`src/rtl/bus_cyc_pkg.sv`:
```
package bus_cyc_pkg;
  typedef enum logic [1:0] {
    ST_IDLE = 2'd0,
    ST_ADDR = 2'd1,
    ST_DATA = 2'd2
  } bus_st_e;
endpackage

```
`src/rtl/bus_cyc_fsm.sv`:
```
module bus_cyc_fsm
  import bus_cyc_pkg::*;
(
  input  logic    clk,
  input  logic    rst_n,
  input  logic    req_valid,
  input  logic    rdy_n,
  output logic    req_ready,
  output logic    accept,
  output logic    term,
  output bus_st_e st
);
  bus_st_e st_nx;

  always_comb begin
    term      = (st == ST_DATA) && !rdy_n;
    req_ready = (st == ST_IDLE) || term;
    accept    = req_valid && req_ready;
  end

  always_comb begin
    st_nx = st;
    case (st)
      ST_IDLE: if (accept) st_nx = ST_ADDR;
      ST_ADDR: st_nx = ST_DATA;
      ST_DATA: if (term) st_nx = accept ? ST_ADDR : ST_IDLE;
      default: st_nx = ST_IDLE;
    endcase
  end

  always_ff @(posedge clk or negedge rst_n) begin
    if (!rst_n) st <= ST_IDLE;
    else        st <= st_nx;
  end

  // the address state lasts one clock and leads into a data state
  a_r2_addr_then_data: assert property (@(posedge clk) disable iff (!rst_n)
    st == ST_ADDR |=> st == ST_DATA);
  // ready low during the address state does not end the cycle
  a_r3_rdy_ignored_t1: assert property (@(posedge clk) disable iff (!rst_n)
    (st == ST_ADDR && !rdy_n) |=> (st == ST_DATA && !$past(term)));
  // ready high at the end of a data state repeats that state
  a_r4_wait_repeats: assert property (@(posedge clk) disable iff (!rst_n)
    (st == ST_DATA && rdy_n) |=> st == ST_DATA);
  // nothing accepted on termination means idle next
  a_r10_idle_after: assert property (@(posedge clk) disable iff (!rst_n)
    (term && !req_valid) |=> st == ST_IDLE);
  // a request taken on termination starts an address state at once
  a_r9_back_to_back: assert property (@(posedge clk) disable iff (!rst_n)
    (term && req_valid) |=> st == ST_ADDR);
endmodule

```
`src/rtl/bus_cyc_dp.sv`:
```
module bus_cyc_dp #(
  parameter int ADDR_W = 24,
  parameter int DATA_W = 16,
  localparam int BE_W = DATA_W / 8
) (
  input  logic              clk,
  input  logic              rst_n,
  input  logic              accept,
  input  logic              term,
  input  logic              in_data,
  input  logic [ADDR_W-1:0] req_addr,
  input  logic [BE_W-1:0]   req_be,
  input  logic              req_wr,
  input  logic              req_io,
  input  logic [DATA_W-1:0] req_wdata,
  input  logic [DATA_W-1:0] bus_din,
  output logic [ADDR_W-1:0] bus_addr,
  output logic [BE_W-1:0]   bus_be,
  output logic              bus_wr,
  output logic              bus_io,
  output logic [DATA_W-1:0] bus_dout,
  output logic              bus_doe,
  output logic              rsp_done,
  output logic [DATA_W-1:0] rsp_rdata
);
  always_ff @(posedge clk or negedge rst_n) begin
    if (!rst_n) begin
      bus_addr <= '0;
      bus_be   <= '0;
      bus_wr   <= 1'b0;
      bus_io   <= 1'b0;
      bus_dout <= '0;
    end else if (accept) begin
      bus_addr <= req_addr;
      bus_be   <= req_be;
      bus_wr   <= req_wr;
      bus_io   <= req_io;
      bus_dout <= req_wdata;
    end
  end

  always_ff @(posedge clk or negedge rst_n) begin
    if (!rst_n) begin
      rsp_done  <= 1'b0;
      rsp_rdata <= '0;
    end else begin
      rsp_done <= term;
      if (term && !bus_wr) rsp_rdata <= bus_din;
    end
  end

  assign bus_doe = in_data && bus_wr;

  // request fields do not move while a data state runs
  a_r5_fields_stable: assert property (@(posedge clk) disable iff (!rst_n)
    in_data |-> ($stable(bus_addr) && $stable(bus_be) && $stable(bus_wr) && $stable(bus_io)));
  // the done pulse is a single clock wide
  a_r8_done_single: assert property (@(posedge clk) disable iff (!rst_n)
    rsp_done |=> !rsp_done);
  // read data register follows the bus on a terminating read
  a_r7_read_capture: assert property (@(posedge clk) disable iff (!rst_n)
    (term && !bus_wr) |=> rsp_rdata == $past(bus_din));
endmodule

```
`src/rtl/bus_cyc_ctrl.sv`:
```
module bus_cyc_ctrl
  import bus_cyc_pkg::*;
#(
  parameter int ADDR_W = 24,
  parameter int DATA_W = 16,
  localparam int BE_W = DATA_W / 8
) (
  input  logic              clk,
  input  logic              rst_n,
  input  logic              req_valid,
  output logic              req_ready,
  input  logic [ADDR_W-1:0] req_addr,
  input  logic [BE_W-1:0]   req_be,
  input  logic              req_wr,
  input  logic              req_io,
  input  logic [DATA_W-1:0] req_wdata,
  output logic              rsp_done,
  output logic [DATA_W-1:0] rsp_rdata,
  output logic [ADDR_W-1:0] bus_addr,
  output logic [BE_W-1:0]   bus_be,
  output logic              bus_wr,
  output logic              bus_io,
  output logic              bus_astb,
  output logic              bus_data_ph,
  output logic [DATA_W-1:0] bus_dout,
  output logic              bus_doe,
  input  logic [DATA_W-1:0] bus_din,
  input  logic              bus_rdy_n
);
  logic    accept;
  logic    term;
  bus_st_e st;

  bus_cyc_fsm u_fsm (
    .clk       (clk),
    .rst_n     (rst_n),
    .req_valid (req_valid),
    .rdy_n     (bus_rdy_n),
    .req_ready (req_ready),
    .accept    (accept),
    .term      (term),
    .st        (st)
  );

  assign bus_astb    = (st == ST_ADDR);
  assign bus_data_ph = (st == ST_DATA);

  bus_cyc_dp #(.ADDR_W(ADDR_W), .DATA_W(DATA_W)) u_dp (
    .clk       (clk),
    .rst_n     (rst_n),
    .accept    (accept),
    .term      (term),
    .in_data   (bus_data_ph),
    .req_addr  (req_addr),
    .req_be    (req_be),
    .req_wr    (req_wr),
    .req_io    (req_io),
    .req_wdata (req_wdata),
    .bus_din   (bus_din),
    .bus_addr  (bus_addr),
    .bus_be    (bus_be),
    .bus_wr    (bus_wr),
    .bus_io    (bus_io),
    .bus_dout  (bus_dout),
    .bus_doe   (bus_doe),
    .rsp_done  (rsp_done),
    .rsp_rdata (rsp_rdata)
  );

  // done only ever follows a data state
  a_r8_done_after_data: assert property (@(posedge clk) disable iff (!rst_n)
    rsp_done |-> $past(bus_data_ph));
  // output enable only in data states
  a_r6_doe_in_data: assert property (@(posedge clk) disable iff (!rst_n)
    bus_doe |-> bus_data_ph);
endmodule

```
`config.mk`:
```
export PLATFORM = sky130hd
export DESIGN_NAME = bus_cyc_ctrl
export DESIGN_NICKNAME = d
export VERILOG_FILES = /design/src/rtl/bus_cyc_pkg.sv /design/src/rtl/bus_cyc_fsm.sv /design/src/rtl/bus_cyc_dp.sv /design/src/rtl/bus_cyc_ctrl.sv
export SDC_FILE = /design/constraint.sdc
export NUM_CORES = 1
export LEC_CHECK = 0
export ABC_AREA = 1
export BUFFER_PORTS_ARGS = -buffer_cell sky130_fd_sc_hd__clkbuf_2
export CAP_MARGIN = 20
export CORE_MARGIN = 2
export CORE_UTILIZATION = 41
export DETAILED_ROUTE_END_ITERATION = 12
export PLACE_DENSITY = 0.81
export SYNTH_ARGS = -nofsm -noshare
export SYNTH_HDL_FRONTEND = slang
export SYNTH_HIERARCHICAL = 1
export SYNTH_SLANG_ARGS = --single-unit
```
`constraint.sdc`:
```
create_clock -name clk -period 1.2 [get_ports clk]
set_input_delay 0.12 -clock clk [delete_from_list [all_inputs] [get_ports clk]]
set_output_delay 0.12 -clock clk [all_outputs]
set_load 0.01 [all_outputs]
```
==> metrics.md, run 1 <==
| Metric | Value |
|---|---|
| Status | finished, violations left |
| Failing checks | negative setup slack |
| Mean post-synth cell area | 9.719 um2 |
| Via density | 4.828 |
| Detail Placement HPWL | 4092 um |
| Synth Net Count | 340 |
| Switching power share of the total | 36.38% |
| Most frequent cell after synthesis | dfrtp_1 |
| Die X | 84.89 um |
| Die footprint | 7205 um2 |
| EDFF count, synth | 0 |
| TritonCTS clock tree | done |
| Core area | 6350 um2 |
| Die Ht | 84.89 um |
| Clk pin slew, worst setup/hold paths | 0.07 ns |
| WHS | 0.01200 ns |
| Syn Std Cell Area | 2683 um2 |
| Worst vdd ir | 0.001287 V |
| Fin nets | 541 |
| Final Slew Violations | 0 |
| Area delta synth->final | 85.77% |
| Top_reg_cell synth | dfrtp_1 |
| # port buffers | 128 |
| Unrepaired setup endpoints after global routing | yes |
| Fmax | 713.4 MHz |
| Placed Area | 3423 um2 |
| Hold Vio Cnt, Final | 0 |
| Fill count | 405 |
| Share of post-route cells with drive strength above 1 | 61.62% |
| Rows | 29 |
| Global-route wire length before repair | 11990 um |
| Antenna-violating nets left | 0 |
| WP data required | 1.44 ns |
| H-tree level count | 3 |
| Final Power | 8488 uW |
| I/O pins | 129 |
| Initial Utilization | 42.25% |
| Arrival time of the worst setup path | 1.64 ns |
| Synth Instances | 276 |
| Multi-input logic area | 1249 um2 |
| GRT Overall Usage | 21.21% |
| Worst min path class | in -> reg |
| TritonCTS Sinks | 63 |
| P_sw | 3088 uW |
| Global placement routability congestion | 0.8064 |
| CTS Buf Count | 9 |
| Root Buffer | clkbuf_8 |
| Largest area contributor in the netlist | dfrtp_1 |
| Wirelength per Cell | 16.16 um |
| Final WS setup | -0.2018 ns |
| Crit start category | flop |
| Final setup fails | 57 |
| Synth unique cells | 18 |
| Synth async-reset ratio | 100.0% |
| Post-synth top cells | dfrtp_1, nand2_1, inv_1 |
| PwrDens | 1703 nW/um2 |
| TritonRoute pass-1 iters | 4 |
| Flop and latch count out of synthesis | 63 |
| Sequential power share | 37.9% |
| Fin area | 4984 um2 |
| Int Pwr | 5400 uW |
| ANT cells | 0 |
| Warnings from Yosys | 6 |
| Initial antenna violation count | 0 |
| Skew final | 0.005828 ns |
| Vias | 2699 |
| Register area share after synthesis | 58.77% |
| Final Cycle Share | 116.8% |
| Critical Path Sink Type | flop |
| Max-cap violations | 0 |
| Share of the synthesized area in the top cell type | 58.77% |
| Slew @ Worst Pin | 0.4183 ns |
| Combinational fraction of design power | 40.2% |
| Slew headroom | 72.11% |
| Vias in the first global route | 2563 |
| Fin crit period | 1.402 ns |
| Crit path max fanout | 6 |
| Clk network pwr share | 21.8% |
| Worst-Skew Late Latency | 0.33 ns |
| CTS Buffer Depth | 2 |
| Worst Setup Path Type | reg -> reg |
| Drt total wl | 9035 um |
| Pin count of the biggest net entering global routing | 33 |
| GRT Residual Overflow | 0 |
| Leakage | 0.002690 uW |
| Reg area | 1577 um2 |
| Area contributors post-synth | dfrtp_1, nand2_1, inv_1 |
| 1st-iter DRT viols | 102 |
| DR DRC count | 0 |
| Total Neg Setup Slack | -4.047 ns |
[flip-flops by register name, summed over array words and instances (netlist names)]
| signal | count |
|---|---|
| u_dp/bus_addr | 24 |
| u_dp/bus_be | 2 |
| u_dp/bus_dout | 16 |
| u_dp/bus_io | 1 |
| u_dp/bus_wr | 1 |
| u_dp/rsp_done | 1 |
| u_dp/rsp_rdata | 16 |
| u_fsm/st | 2 |
[area by class of cell]
cell class                      count  share of cell area (%)
Timing Repair Buffer              203                   33.52
Sequential cell                    63                   31.63
Multi-Input combinational cell    149                   25.06
Inverter                           51                   3.892
Clock buffer                       10                   2.762
Clock inverter                      6                   1.205
Tap cell                           77                   1.933
[critical path, stage by stage, from the launching register on]
cell       delay (ns)
dfrtp_1          0.42
nand2_2          0.10
nand2_4          0.06
nor2_4           0.15
buf_12           0.14
buf_12           0.12
clkbuf_16        0.16
nand2_2          0.05
o21ai_1          0.09
[layer usage]
| layer | vias to the layer above | wire, um | GRT usage (%) |
|---|---|---|---|
| li1 | 1245 | - | - |
| met3 | 27 | 462 | 4.669 |
| met5 | - | 0 | 0 |
| met1 | 1308 | 3216 | 24.74 |
| met2 | 119 | 5103 | 37.72 |
| met4 | 0 | 252 | 8.802 |
[path summary, 6_finish.rpt]
| check | startpoint | endpoint | slack (ns) | cells after the start |
|---|---|---|---|---|
| worst max-delay path | u_fsm/st[1] | u_dp/bus_addr[21] | -0.20 | 8 |
| min in group asynchronous | rst_n | u_dp/bus_addr[10] | 0.36 | 3 |
| worst min-delay path | bus_din[12] | u_dp/rsp_rdata[12] | 0.01 | 3 |
| max in group asynchronous | rst_n | u_dp/bus_addr[5] | 0.52 | 3 |
| worst min register to register | u_dp/rsp_rdata[15] | u_dp/rsp_rdata[15] | 0.50 | 2 |
| worst max register to register | u_fsm/st[1] | u_dp/bus_addr[21] | -0.20 | 8 |
[cells in the final DEF, fill, tap and decap left out]
cell type      synthesis  routed
o21ai_4                0       1
nor2_4                 0       2
nand3_1               17       5
nor2_1                 4       2
buf_6                  3       9
nand2_1               60      21
nand2_8                0       2
o21ai_2               20      39
buf_4                  5       3
clkinvlp_4             0       2
dlygate4sd3_1          0      43
buf_2                  2       3
nand2_4                1      37
nor3_4                 0       1
dfrtp_1               63      63
o21ai_1                1       4
clkbuf_8               0      10
clkbuf_16              0       7
buf_8                  1       1
nand3_2                0      12
buf_16                 0       4
inv_1                 49      47
bufinv_16              0       1
buf_12                 2       9
clkbuf_2               1     124
inv_2                  2       3
inv_4                  0       1
nand2_2               21      23
clkinv_2               0       3
[cells by family after synthesis]
logic type | after synthesis | share of synthesized area (%)
and+or+nand+nor | 104 | 17.82
buffers and inverters | 65 | 12.41
DFF | 63 | 58.77
AOI/OAI and AO/OA | 44 | 11.01
[power by group through the flow]
stage          clock [uW]  combinational [uW]  sequential, uW
3_3_place_gp            0                2180            3150
6_report             1850                3410            3220
5_1_grt              1990                3660            3290
3_5_place_dp            0                2250            3150
4_1_cts              1880                2680            3130
2_1_floorplan           0                 923            3440
[through the flow]
| step | setup slack (ns) | util [%] | std cells |
|---|---|---|---|
| 2_1_floorplan | 0.01879 | - | 276 |
| 3_3_place_gp | -0.01399 | 53.91 | 477 |
| 3_5_place_dp | -0.06859 | 53.91 | 477 |
| 4_1_cts | -0.1385 | 67.92 | 547 |
| 5_1_grt | -0.2572 | 78.48 | 559 |
| 6_report | -0.2018 | 78.48 | 559 |
[what timing repair did]
| action | in CTS | in global routing |
|---|---|---|
| setup endpoints to repair | 44 | 64 |
| endpoints found under the hold margin | 104 | 1 |
| gates cloned | 5 | 9 |
| pin swaps | 7 | 46 |
| hold buffers | 42 | 1 |
| buffers inserted | 7 | 3 |
| resized for setup | 35 | 124 |
(Power assumes the default switching activity.)
==> inputs of run 2 (changes only) <==
==> constraint.sdc (replaced) <==
create_clock -name clk -period 1.15 [get_ports clk]
set_input_delay 0.115 -clock clk [delete_from_list [all_inputs] [get_ports clk]]
set_output_delay 0.115 -clock clk [all_outputs]
set_load 0.01 [all_outputs]
==> run 2 against run 1 <==
Against the previous run:
- final cell count is 0.54% lower
- clock skew is 0.0048 ns higher
- hold slack worse by 0.0068 ns
- the flow still finishes with violations (negative setup slack)
- worst setup slack better by 0.0015 ns
- sequential cell count stayed put
- register-to-register slack better by 0.03 ns
- critical endpoint is now bus_doe
==> metrics.md, run 2 (synthesis results as in run 1) <==
| Metric | Value |
|---|---|
| WP data required | 1.03 ns |
| Clk pin slew, worst setup/hold paths | 0.07 ns |
| Initial antenna violation count | 0 |
| Global-route wire length before repair | 12460 um |
| P_sw | 2915 uW |
| Worst vdd ir | 0.001367 V |
| Max-cap violations | 0 |
| Max FFs per register | 24 |
| # port buffers | 128 |
| Die footprint | 7205 um2 |
| Fmax | 740.6 MHz |
| Slew @ Worst Pin | 0.3368 ns |
| Combinational fraction of design power | 36.4% |
| Slew headroom | 77.55% |
| Crit start category | flop |
| CP Cell Sequence | buf_6 > nor2_4 > nand2_1 > inv_1 > buf_2 |
| Core area | 6350 um2 |
| Global placement routability congestion | 0.7628 |
| Worst R2R Start | u_fsm/st[1] |
| Initial Utilization | 42.25% |
| TritonCTS clock tree | done |
| Sequential power share | 38.1% |
| Pin count of the biggest net entering global routing | 64 |
| Final Cycle Share | 117.4% |
| Vias | 2582 |
| Status | finished, violations left |
| Fill count | 438 |
| Largest reg by FF count | u_dp/bus_addr |
| CTS Buffer Depth | 2 |
| CP Launch Point | u_fsm/st[0] |
| Worst Path Buf+Inv | 3 |
| ANT cells | 0 |
| Clk network pwr share | 25.5% |
| Worst-Skew Late Latency | 0.33 ns |
| Antenna-violating nets left | 0 |
| Root Buffer | clkbuf_8 |
| Die X | 84.89 um |
| Fin area | 4643 um2 |
| I/O pins | 129 |
| Slowest cell on crit path | dfrtp_1 |
| Final Slew Violations | 0 |
| PwrDens | 1853 nW/um2 |
| GRT Overall Usage | 22.07% |
| Via density | 4.644 |
| Hold_sp | req_wdata[8] |
| Wirelength per Cell | 14.39 um |
| WHS | 0.005207 ns |
| Worst min path class | in -> reg |
| Switching power share of the total | 33.88% |
| DR DRC count | 0 |
| TritonRoute pass-1 iters | 4 |
| Critical Path Sink Type | output pin |
| Area delta synth->final | 73.09% |
| Max incr delay on CP | 0.42 ns |
| Arrival time of the worst setup path | 1.24 ns |
| Leakage | 0.002484 uW |
| CTS Buf Count | 9 |
| Fin nets | 538 |
| Drt total wl | 8000 um |
| Worst hold path depth | 3 |
| Final WS setup | -0.2002 ns |
| TritonCTS Sinks | 63 |
| Skew final | 0.01060 ns |
| 1st-iter DRT viols | 118 |
| Detail Placement HPWL | 4114 um |
| Hold Vio Cnt, Final | 0 |
| Unrepaired setup endpoints after global routing | yes |
| Int Pwr | 5687 uW |
| Critical Path Stages | 5 |
| Worst Setup Path Type | reg -> out |
| Vias in the first global route | 2656 |
| Share of post-route cells with drive strength above 1 | 53.24% |
| Die Ht | 84.89 um |
| Placed Area | 3391 um2 |
| H-tree level count | 3 |
| Commonest non-fill, non-tap cell in the layout | clkbuf_2 |
| Final setup fails | 64 |
| Failing checks | negative setup slack |
| Biggest regs | u_dp/bus_addr: 24 flops, u_dp/bus_dout: 16 flops, u_dp/rsp_rdata: 16 flops |
| Most frequent cells in the layout | clkbuf_2, dfrtp_1, dlygate4sd3_1, inv_1, nand2_1 |
| Reg2Reg Depth | 8 |
| Crit path max fanout | 3 |
| Crit-path leading delay family | flip-flops |
| Pre-CTS setup slack | -0.08379 ns |
| Rows | 29 |
| Fin crit period | 1.350 ns |
| GRT Residual Overflow | 0 |
[run 2: cell types whose count changed in the layout (fill, tap and decap cells not counted), sizes merged]
| cell | change |
|---|---|
| dlygate4sd3 | +4 |
| clkbuf | -3 |
| buf | -2 |
| clkinv | -2 |
| bufinv | +1 |
| nand2 | -1 |
[run 2: per-stage QoR]
stage	setup TNS [ns]	cells	power, uW	utilization, %
2_1_floorplan	-0.04579	276	4552	-
3_3_place_gp	-0.2656	476	5505	53.40
3_5_place_dp	-1.457	476	5618	53.40
4_1_cts	-5.699	552	8325	69.54
5_1_grt	-12.82	556	9100	73.12
6_report	-6.999	556	8602	73.12
[run 2: path summary, 6_finish.rpt]
kind | to | slack (ns)
min reg2reg | u_dp/rsp_rdata[12] | 0.48
min | u_dp/bus_dout[8] | 0.005
max | bus_doe | -0.20
max in group asynchronous | u_dp/bus_dout[5] | 0.55
max reg2reg | u_dp/bus_addr[13] | -0.17
min in group asynchronous | u_dp/rsp_rdata[14] | 0.32
[run 2: layer usage]
| layer | track usage, % | part of all wire [%] |
|---|---|---|
| met2 | 38.87 | 55 |
| met1 | 26.20 | 38 |
| met4 | 7.648 | 1.6 |
| met5 | 0 | 0 |
| met3 | 5.739 | 4.8 |
[run 2: power by group through the flow]
stage | sequential (uW) | clock (uW) | combinational, uW
6_report | 3270 | 2200 | 3130
5_1_grt | 3360 | 2320 | 3420
4_1_cts | 3260 | 2220 | 2840
3_5_place_dp | 3290 | 0 | 2330
3_3_place_gp | 3260 | 0 | 2240
2_1_floorplan | 3590 | 0 | 965
[run 2: cell type report]
type                    instances  area (um2)  area share (%)
flip-flops and latches         63        1577           33.95
inverters                      51       193.9           4.177
multi-input cells             148       947.2           20.40
clock inverters                 5       80.08           1.725
clock buffers                  11       151.4           3.261
repair buffers                201        1598           34.41
well taps                      77       96.34           2.075
[run 2: repair_timing]
| action | CTS | global route |
|---|---|---|
| buffers inserted | 6 | 5 |
| setup endpoints to repair | 48 | 64 |
| gates resized for setup | 18 | 76 |
| hold endpoints to repair | 109 | 0 |
| pin swaps | 3 | 17 |
| hold buffers | 47 | 0 |
| gates cloned | 7 | 4 |
[run 2: tightest hold or removal path, delay by kind of cell]
kind / cells / cell delay, ns
buffers and inverters: 1 / 0.09
and+or+nand+nor: 1 / 0.05
AOI/OAI and AO/OA: 1 / 0.04
==> inputs of run 3 (changes only) <==
--- a/config.mk
+++ b/config.mk
@@ -11,6 +11,7 @@
 export CORE_MARGIN = 2
 export CORE_UTILIZATION = 41
 export DETAILED_ROUTE_END_ITERATION = 12
+export HOLD_SLACK_MARGIN = 0.12
 export PLACE_DENSITY = 0.81
 export SYNTH_ARGS = -nofsm -noshare
 export SYNTH_HDL_FRONTEND = slang
==> run 3 against run 2 <==
Against the previous run:
- the run still ends with negative setup slack left
- sequential power about the same
- clock power about the same
- total power about the same
- combinational power about the same
- critical path depth unchanged
- largest cell class unchanged
==> metrics.md, run 3 (synthesis results as in run 1) <==
| Metric | Value |
|---|---|
| Placed Area | 3391 um2 |
| Fin area | 4736 um2 |
| Multi-input logic area | 919.6 um2 |
| Crit start category | flop |
| Critical Path Sink Type | output pin |
| Final Slew Violations | 0 |
| Slew @ Worst Pin | 0.3347 ns |
| Initial antenna violation count | 0 |
| Commonest non-fill, non-tap cell in the layout | clkbuf_2 |
| Initial Utilization | 42.25% |
| Clk pin slew, worst setup/hold paths | 0.07 ns |
| Worst vdd ir | 0.001364 V |
| Status | finished, violations left |
| Final Cycle Share | 118.1% |
| Final setup fails | 64 |
| Antenna-violating nets left | 0 |
| Global placement routability congestion | 0.7628 |
| Detail Placement HPWL | 4114 um |
| DR DRC count | 0 |
| Root Buffer | clkbuf_8 |
| Hold Vio Cnt, Final | 0 |
| PwrDens | 1815 nW/um2 |
| Failing checks | negative setup slack |
| Slew headroom | 77.69% |
| Most frequent cells in the layout | clkbuf_2, dlygate4sd3_1, dfrtp_1, inv_1, nand2_1 |
| Worst Setup Path Type | reg -> out |
| CTS Buffer Depth | 2 |
| Core area | 6350 um2 |
| Die X | 84.89 um |
| Rows | 29 |
| Via density | 4.618 |
| Largest reg by FF count | u_dp/bus_addr |
| Wirelength per Cell | 14.67 um |
| Arrival time of the worst setup path | 1.24 ns |
| TritonCTS Sinks | 63 |
| Pre-CTS setup slack | -0.08379 ns |
| Die Ht | 84.89 um |
| Worst-Skew Late Latency | 0.33 ns |
| Share of post-route cells with drive strength above 1 | 50.61% |
| Final core utilization | 74.58% |
| ANT cells | 0 |
| # port buffers | 128 |
| I/O pins | 129 |
| Unrepaired setup endpoints after global routing | yes |
| Skew final | 0.01093 ns |
| Reg area | 1577 um2 |
| Fin crit period | 1.358 ns |
| GRT Overall Usage | 23.20% |
| Pin count of the biggest net entering global routing | 64 |
| TritonRoute pass-1 iters | 4 |
| Final WS setup | -0.2085 ns |
| Drt total wl | 8377 um |
| Fmax | 736.1 MHz |
| Vias in the first global route | 2803 |
| 1st-iter DRT viols | 128 |
| Biggest regs | u_dp/bus_addr: 24 flops, u_dp/bus_dout: 16 flops, u_dp/rsp_rdata: 16 flops |
| Area delta synth->final | 76.54% |
| Fill count | 421 |
| Fin nets | 553 |
| Vias | 2637 |
| Max FFs per register | 24 |
| H-tree level count | 3 |
| WP data required | 1.03 ns |
| Worst min path class | in -> reg |
| GRT Residual Overflow | 0 |
| TritonCTS clock tree | done |
| Crit path max fanout | 3 |
| CTS Buf Count | 9 |
| Die footprint | 7205 um2 |
| Leakage | 0.002518 uW |
| Max-cap violations | 0 |
| Global-route wire length before repair | 13030 um |
## run 3: per-layer routing
metal | GRT usage (%) | up-vias | routed length (um)
li1 | - | 1271 | -
met1 | 26.77 | 1265 | 3135
met2 | 41.45 | 86 | 4689
met3 | 5.837 | 15 | 397
met4 | 8.947 | 0 | 155
met5 | 0 | - | 0
## run 3: worst max-delay path, cell delays in order (launching register included)
cell     delay, ns
dfrtp_1       0.42
buf_6         0.15
nor2_4        0.11
nand2_1       0.07
inv_1         0.05
buf_2         0.11
## run 3: where the power goes
group          internal, uW  leakage (uW)  switching, uW  total [uW]
sequential             2880      0.000780            395        3280
clock                  1330      0.000112            852        2190
combinational          1460       0.00163           1670        3130
## run 3: path summary, 6_finish.rpt
kind	start	endpoint	slack [ns]	depth (start not counted)
worst min register to register	u_dp/rsp_rdata[7]	u_dp/rsp_rdata[7]	0.48	2
max in group asynchronous	rst_n	u_dp/bus_dout[0]	0.56	3
worst min-delay path	bus_rdy_n	u_dp/rsp_done	0.18	3
worst max-delay path	u_fsm/st[0]	bus_doe	-0.21	5
worst max register to register	u_fsm/st[1]	u_dp/bus_addr[17]	-0.20	8
min in group asynchronous	rst_n	u_dp/rsp_rdata[14]	0.30	3
## run 3: stage by stage
stage          total power (uW)  setup TNS, ns  std cells  hold WS, ns
6_report                   8596         -7.796        571       0.1783
5_1_grt                    9085         -13.61        571       0.1819
4_1_cts                    8367         -5.699        568       0.1707
2_1_floorplan              4552       -0.04579        276      -0.1806
3_5_place_dp               5618         -1.457        476       0.1517
3_3_place_gp               5505        -0.2656        476       0.1481
## run 3: timing repair
action / 4_1_cts / 5_1_grt
setup buffers: 6 / 5
cloned: 7 / 3
setup endpoints to repair: 48 / 64
resized for setup: 18 / 69
pin swaps: 3 / 12
endpoints found under the hold margin: 125 / 0
hold buffers: 63 / 0
## run 3: final cells by class
class	count	share of cell area, %
clock inverters	5	1.691
repair buffers	216	36.27
clock buffers	11	3.197
multi-input cells	148	19.42
well taps	77	2.034
inverters	51	4.095
flip-flops and latches	63	33.29
